**config.mk**
```make
export PLATFORM = sky130hd
export DESIGN_NAME = angle_readout_latch
export DESIGN_NICKNAME = d
export VERILOG_FILES = /design/src/rtl/angle_readout_latch.sv
export SDC_FILE = /design/constraint.sdc
export NUM_CORES = 1
export LEC_CHECK = 0
export BUFFER_PORTS_ARGS = -buffer_cell sky130_fd_sc_hd__buf_2
export CAP_MARGIN = 20
export CORE_ASPECT_RATIO = 0.6
export CORE_UTILIZATION = 40
export DETAILED_ROUTE_END_ITERATION = 7
export HOLD_SLACK_MARGIN = 0.02
export SLEW_MARGIN = 25
export SYNTH_ARGS = -nofsm -noshare
export SYNTH_HDL_FRONTEND = slang
export SYNTH_SLANG_ARGS = --single-unit
```
**constraint.sdc**
```tcl
create_clock -name clk -period 2.9 [get_ports clk]
set_input_delay 0.145 -clock clk [delete_from_list [all_inputs] [get_ports clk]]
set_output_delay 0.145 -clock clk [all_outputs]
set_load 0.02 [all_outputs]
```
**src/rtl/angle_readout_latch.sv**
```systemverilog
module angle_readout_latch #(
  parameter int WORD_W    = 16,
  parameter int BUSY_CLKS = 4,
  parameter int GAP_CLKS  = 2
) (
  input  logic                  clk,
  input  logic                  rst_n,
  input  logic                  step_req,
  input  logic                  step_dir,
  input  logic                  inh_n,
  input  logic                  en_hi_n,
  input  logic                  en_lo_n,
  output logic                  busy,
  output logic [WORD_W/2-1:0]   bus_d,
  output logic                  bus_oe,
  output logic [WORD_W-1:0]     word_d,
  output logic                  word_oe
);
  localparam int BYTE_W  = WORD_W / 2;
  localparam int TMR_MAX = (BUSY_CLKS > GAP_CLKS) ? BUSY_CLKS : GAP_CLKS;
  localparam int TMR_W   = $clog2(TMR_MAX + 1);
  localparam logic [TMR_W-1:0] BUSY_LOAD = TMR_W'(BUSY_CLKS - 1);
  localparam logic [TMR_W-1:0] GAP_LOAD  = TMR_W'(GAP_CLKS - 1);
  localparam logic [TMR_W-1:0] BUSY_LEN  = TMR_W'(BUSY_CLKS);
  localparam logic [TMR_W-1:0] GAP_LEN   = TMR_W'(GAP_CLKS);

  logic [WORD_W-1:0] cnt_q, lat_q, rd_word;
  logic [TMR_W-1:0]  tmr_q;
  logic              busy_q, gap_q, dir_q, frz_q, accept;

  assign accept = step_req && !busy_q && !gap_q;

  always_ff @(posedge clk) begin
    if (!rst_n) begin
      busy_q <= 1'b0;
      gap_q  <= 1'b0;
      dir_q  <= 1'b0;
      tmr_q  <= '0;
      cnt_q  <= '0;
    end else if (accept) begin
      busy_q <= 1'b1;
      dir_q  <= step_dir;
      tmr_q  <= BUSY_LOAD;
    end else if (busy_q) begin
      if (tmr_q == '0) begin
        busy_q <= 1'b0;
        gap_q  <= 1'b1;
        tmr_q  <= GAP_LOAD;
        cnt_q  <= dir_q ? cnt_q + 1'b1 : cnt_q - 1'b1;
      end else begin
        tmr_q <= tmr_q - 1'b1;
      end
    end else if (gap_q) begin
      if (tmr_q == '0) gap_q <= 1'b0;
      else             tmr_q <= tmr_q - 1'b1;
    end
  end

  always_ff @(posedge clk) begin
    if (!rst_n) begin
      frz_q <= 1'b0;
      lat_q <= '0;
    end else begin
      if (!frz_q)  lat_q <= cnt_q;
      if (!busy_q) frz_q <= !inh_n;
    end
  end

  assign rd_word = frz_q ? lat_q : cnt_q;
  assign busy    = busy_q;
  assign bus_oe  = !en_hi_n || !en_lo_n;
  assign bus_d   = !en_hi_n ? rd_word[WORD_W-1:BYTE_W]
                 : (!en_lo_n ? rd_word[BYTE_W-1:0] : '0);
  assign word_oe = !en_hi_n && !en_lo_n;
  assign word_d  = word_oe ? rd_word : '0;

  // checker state: run lengths of busy high and busy low
  logic [TMR_W-1:0] busy_len_q, low_len_q;
  logic             seen_q;
  always_ff @(posedge clk) begin
    if (!rst_n) begin
      busy_len_q <= '0;
      low_len_q  <= '0;
      seen_q     <= 1'b0;
    end else begin
      busy_len_q <= busy_q ? busy_len_q + 1'b1 : '0;
      if (busy_q)                 low_len_q <= '0;
      else if (low_len_q != GAP_LEN) low_len_q <= low_len_q + 1'b1;
      if (busy_q) seen_q <= 1'b1;
    end
  end

  assert_busy_width_R2: assert property (@(posedge clk) disable iff (!rst_n)
    $fell(busy_q) |-> busy_len_q == BUSY_LEN);

  assert_count_moves_R2: assert property (@(posedge clk) disable iff (!rst_n)
    $fell(busy_q) |-> cnt_q != $past(cnt_q));

  assert_quiet_gap_R3: assert property (@(posedge clk) disable iff (!rst_n)
    ($rose(busy_q) && seen_q) |-> low_len_q >= GAP_LEN);

  assert_frozen_stable_R4: assert property (@(posedge clk) disable iff (!rst_n)
    (frz_q && $past(frz_q)) |-> $stable(rd_word));

  assert_freeze_deferred_R5: assert property (@(posedge clk) disable iff (!rst_n)
    $past(busy_q) |-> $stable(frz_q));

  assert_bus_idle_R8: assert property (@(posedge clk) disable iff (!rst_n)
    (en_hi_n && en_lo_n) |-> (!bus_oe && !word_oe));
endmodule

```
==> results of run 1 <==
-- sequential cells by signal, indices dropped and copies added, names as in the netlist --
signal / flops
busy: 1
cnt_q: 16
dir_q: 1
frz_q: 1
gap_q: 1
lat_q: 16
tmr_q: 3
-- critical path: stages, from the launching register on --
cell      delay (ns)
dfxtp_1         0.37
inv_1           0.44
ha_1            0.46
a21o_1          0.25
a311oi_1        0.31
o21bai_1        0.10
a211oi_1        0.29
nand4_1         0.13
o211ai_1        0.14
-- cells by family after synthesis --
group / Yosys count / synth area share
buf+inv: 30 / 0.0476
xor+xnor: 7 / 0.0246
mux: 16 / 0.0642
simple gates: 117 / 0.245
fa+ha+maj: 17 / 0.0883
flops: 39 / 0.313
compound gates: 79 / 0.217
-- cell type report --
type                    instances  area [um2]
clock inverters                 2        12.5
well taps                      80         100
flip-flops and latches         39         781
inverters                       8        30.0
multi-input cells             236        1600
repair buffers                 37         195
fillers                       577        2990
clock buffers                   6        72.6
-- power by group through the flow --
stage	Sequential [W]	Combinational (W)	Clock, W
3_3_place_gp	0.000662	0.000687	0
3_5_place_dp	0.000663	0.000694	0
4_1_cts	0.000650	0.000701	0.000381
5_1_grt	0.000660	0.000797	0.000401
2_1_floorplan	0.000634	0.000564	0
6_report	0.000651	0.000707	0.000371
-- final timing paths --
check,to,slack (ns),start
setup reg to reg,cnt_q[13],0.34,dir_q
hold / removal,dir_q,0.11,step_dir
hold reg to reg,cnt_q[4],0.49,cnt_q[4]
setup / recovery,cnt_q[13],0.34,dir_q
-- layout by cell type, fill, tap and decap left out, drive strengths merged, types with 2 or more instances in the layout --
| cell | count |
|---|---|
| a211oi | 3 |
| a21boi | 8 |
| a21o | 5 |
| a21oi | 14 |
| a31oi | 7 |
| a41oi | 2 |
| and2 | 5 |
| and3 | 2 |
| and4 | 2 |
| buf | 37 |
| clkbuf | 6 |
| dfxtp | 39 |
| ha | 16 |
| inv | 8 |
| mux2i | 16 |
| nand2 | 27 |
| nand2b | 3 |
| nand3 | 15 |
| nand3b | 3 |
| nand4 | 7 |
| nor2 | 27 |
| nor2b | 19 |
| nor4b | 2 |
| o211ai | 3 |
| o21a | 3 |
| o21ai | 15 |
| o21bai | 2 |
| o22ai | 9 |
| o31a | 2 |
| or2 | 2 |
| or4b | 2 |
| xnor2 | 5 |
| xor2 | 2 |
-- through the flow --
| stage | cell area (um2) | hold WS, ns | power, W |
|---|---|---|---|
| after global placement | 2700 | 0.429 | 0.00135 |
| after floorplan | 2490 | 0.300 | 0.00120 |
| final | 2790 | 0.115 | 0.00173 |
| after detailed placement | 2700 | 0.433 | 0.00136 |
| after global routing | 2790 | 0.136 | 0.00186 |
| after CTS | 2790 | 0.111 | 0.00173 |
-- per-layer routing --
metal / track usage / part of all wire
met1: 0.305 / 0.55
met4: 0.0446 / 0.0054
met3: 0.0362 / 0.048
met2: 0.301 / 0.40
met5: 0 / 0
==> qor.txt, run 1 <==
Largest net degree at the start of global routing -> 55
Power density over the cells -> 621 mW/mm2
Clock sink count -> 39
Post-synth top flop -> dfxtp_1
Max_slew headroom -> 0.450
Clock Latency Late Sink -> 0.30 ns
Yosys top cell by area -> dfxtp_1
Fin worst setup slack -> 0.341 ns
Post-DP HPWL -> 4680 um
Crit. End Element -> flop
Post-synth top cells -> dfxtp_1 (39), nand2_1 (27), nor2_1 (27)
R2R cell count -> 8
Worst-case clock buffer depth -> 2
Post-route minimum period -> 2.56 ns
Number of diodes -> 0
Final period util -> 0.883
Post-Synthesis Net Count -> 329
Dominant cells by area after synthesis -> dfxtp_1 (31%), ha_1 (8.0%), mux2i_1 (6.4%)
Post-cts sizing count -> 0
Max Freq -> 391 MHz
WHS Path Cells -> 3
Final hold vios -> 0
Mapped Area -> 0.00249 mm2
Synth Area per Inst -> 8.18 um2
Initial antenna violation count -> 0
TritonCTS clock tree -> done
Status -> completed
CP startpoint kind -> flop
Most common cell in the netlist -> dfxtp_1
Global-route wire length before repair -> 10700 um
Combinational power share -> 0.409
Final instance count without filler cells -> 408
Placed cells -> 400
Ratio of cells with drive above 1 in the final layout -> 0.152
Final Setup Violations -> 0
Clock power share -> 0.214
Worst path required time -> 3.12 ns
Leakage power total -> 1.17 nW
Sequential Power Share -> 0.377
Setup TNS -> 0 ns
Max_cap viols -> 0
Worst-path clk slew -> 0.08 ns
Max-slew violations -> 0
Core ar. -> 0.00578 mm2
Ports placed on the boundary -> 34
Final wirelength -> 6260 um
Placer Congestion -> 0.944
EDFF count, synth -> 0
CP Max Fanout -> 16
Peak VDD IR -> 0.270 mV
Post-Syn Instances -> 305
P_int -> 0.00105 W
DRT Pass-1 Iters -> 4
H-tree depth -> 2
Yosys reg bits -> 39
Sw Pwr -> 0.000675 W
Via/cell ratio -> 5.42
DRC Markers -> 0
Die width -> 104 um
Sequential area share after synthesis -> 0.313
Root Buffer -> clkbuf_8
Per-cell routed wire length -> 15.3 um
Layout area overhead -> 11.7%
IO Port Bufs -> 33
CP Class -> flop to flop
Die H -> 63.2 um
Netlist cell types -> 48
Unrepaired setup endpoints after global routing -> no
Hold-fix buffers at CTS -> 0
DRT antenna net count -> 0
Worst slack, placed -> 0.417 ns
FFs w/ async S/R, synth -> 0
Total die area -> 0.00657 mm2
# nets final -> 351
Post-synth top area share -> 0.313
Tot GR Track Use -> 0.204
Final Util -> 0.482
Via count -> 2211
Number of DRC markers in iteration 0 -> 148
Slew of the pin with the lowest slew margin -> 0.825 ns
Sw Share -> 0.391
Row Count -> 21
Final clock skew -> 0.00894 ns
CP Data Arrival Time -> 2.78 ns
Starting Density -> 0.432
CTS Buf Count -> 5
Ys Warns -> 0
Post-CTS Setup Bufs -> 0
Vias in the first global route -> 2138
Hold Path Class -> primary input to flop
Overflow after GRT -> 0
(Power assumes the default switching activity.)
==> run 2, diff against run 1 <==
Settings changed: CORE_UTILIZATION 40 to 58, PLACE_DENSITY set to 0.8.
==> run 2 against run 1 <==
  * Global-route usage is 6.3 points higher
  * Die area is 30% lower
  * Non-clock buffer count is 2 lower
  * Critical path depth is 1 lower
  * Clock skew is 0.0040 ns lower
  * Utilization is 18 points higher
  * Maximum frequency is 0.89% higher
  * Final cell count is 5.4% lower
  * Clock power is 3% lower
  * Sequential share of layout area is 0.45 points higher
  * Count of clock-buffer cells in the layout is 1 higher
  * Highest routed layer unchanged
==> qor.txt, run 2 (synthesis results as in run 1) <==
Number of DRC markers in iteration 0 -> 147
Worst path required time -> 3.14 ns
Max-slew violations -> 0
Crit. End Element -> flop
DRT antenna net count -> 0
Vias in the first global route -> 1866
H-tree depth -> 2
Slew of the pin with the lowest slew margin -> 0.801 ns
Global-route wire length before repair -> 9090 um
Ratio of cells with drive above 1 in the final layout -> 0.144
CP Data Arrival Time -> 2.77 ns
Row Count -> 18
Crit path depth -> 7
Clock Latency Late Sink -> 0.29 ns
Critical path's largest stage delay -> 0.58 ns
Total die area -> 0.00458 mm2
Layout area overhead -> 9.93%
Worst-case clock buffer depth -> 2
Placer Congestion -> 0.918
Biggest regs -> cnt_q: 16 flops, lat_q: 16 flops, tmr_q: 3 flops
Max_cap viols -> 0
Final wirelength -> 5810 um
Ports placed on the boundary -> 34
Starting Density -> 0.605
Die H -> 52.8 um
Worst hold slack -> 0.127 ns
Unrepaired setup endpoints after global routing -> no
Final period util -> 0.875
Worst-path clk slew -> 0.08 ns
Final Setup Violations -> 0
Final hold vios -> 0
CTS Buf Count -> 5
WP buf/inv -> 1
DRC Markers -> 0
Max_slew headroom -> 0.466
Initial antenna violation count -> 0
Post-DP HPWL -> 4190 um
Post-cts sizing count -> 0
CP startpoint kind -> flop
IO Port Bufs -> 33
Leakage power total -> 1.16 nW
Final Util -> 0.665
Worst reg2reg path startpoint -> dir_q
End of the worst register-to-register path -> cnt_q[10]
Via count -> 2278
Peak VDD IR -> 0.355 mV
Per-cell routed wire length -> 15.0 um
Crit path cell chain -> inv_1, ha_1, a21oi_1, o21ai_0, a41oi_2, or4b_1, nand3_1
Via/cell ratio -> 5.90
Setup TNS -> 0 ns
Hold-fix buffers at CTS -> 0
DRT Pass-1 Iters -> 4
# nets final -> 349
Worst setup path startpoint -> dir_q
Cell family contributing the most delay on the critical path -> simple AND/OR/NAND/NOR gates
Largest net degree at the start of global routing -> 55
Commonest cells after routing, fill and taps aside -> dfxtp_1 (39), buf_2 (33), nor2_1 (27), nand2_1 (27), nor2b_1 (18)
CP Class -> flop to flop
Max Freq -> 394 MHz
CP Max Fanout -> 16
Power density over the cells -> 624 mW/mm2
Die width -> 86.7 um
Critical Path Sink -> cnt_q[10]
Status -> completed
FF-to-FF setup slack -> 0.36 ns
Root Buffer -> clkbuf_8
Number of diodes -> 0
Core ar. -> 0.00412 mm2
Final clock skew -> 0.00492 ns
Overall power -> 0.00171 W
Overflow after GRT -> 0
Fillers -> 340
Tot GR Track Use -> 0.267
TritonCTS clock tree -> done
Clock sink count -> 39
Worst path slowest cell -> ha_1
Post-route minimum period -> 2.54 ns
Hold Path Class -> primary input to flop
Post-CTS Setup Bufs -> 0
R2R cell count -> 7
Commonest non-fill, non-tap cell in the layout -> dfxtp_1
==> run 2: cell count changes in the layout (fill, tap and decap cells not counted), sizes merged <==
cell      delta
buf          -2
clkbuf       +1
clkinvlp     -1
==> run 2: stage by stage <==
stage	setup slack, ns	std cells	area (um2)
global placement	0.529	378	2660
finish	0.363	386	2740
CTS	0.428	386	2740
global route	0.204	386	2740
floorplan	0.737	305	2490
detailed placement	0.462	378	2660
==> run 2: report_power, final <==
part | internal (W) | total [W] | switching, W
Combinational | 0.000291 | 0.000710 | 0.000419
Sequential | 0.000591 | 0.000644 | 0.0000529
Clock | 0.000169 | 0.000359 | 0.000190
==> run 2: worst min-delay path by stage <==
| stage | startpoint | depth (start not counted) | to |
|---|---|---|---|
| final | step_dir | 3 | dir_q |
| after global routing | step_dir | 3 | dir_q |
| after CTS | step_dir | 3 | dir_q |
| after detailed placement | step_dir | 3 | dir_q |
| after global placement | step_dir | 3 | dir_q |
| after floorplan | step_req | 2 | tmr_q[0] |
==> run 2: layer usage <==
metal / vias to the layer above / track usage / wire length (um)
met2: 68 / 0.361 / 2330
li1: 1133 / - / -
met3: 12 / 0.0598 / 340
met1: 1065 / 0.405 / 3010
met5: - / 0 / 0
met4: 0 / 0.0889 / 125
==> run 2: tightest hold or removal path, cell delays in order <==
cell and delay [ns]:
buf_2 0.10, nand3_1 0.05, a21boi_0 0.07
==> run 2: area by class of cell <==
type | instances | area (um2) | area share
clock buffer | 7 | 76.3 | 0.0278
clock inverter | 1 | 5.00 | 0.00182
inverter | 8 | 30.0 | 0.0109
multi-input combinational | 236 | 1600 | 0.582
sequential | 39 | 781 | 0.285
tap | 60 | 75.1 | 0.0274
timing repair buffer | 35 | 180 | 0.0657
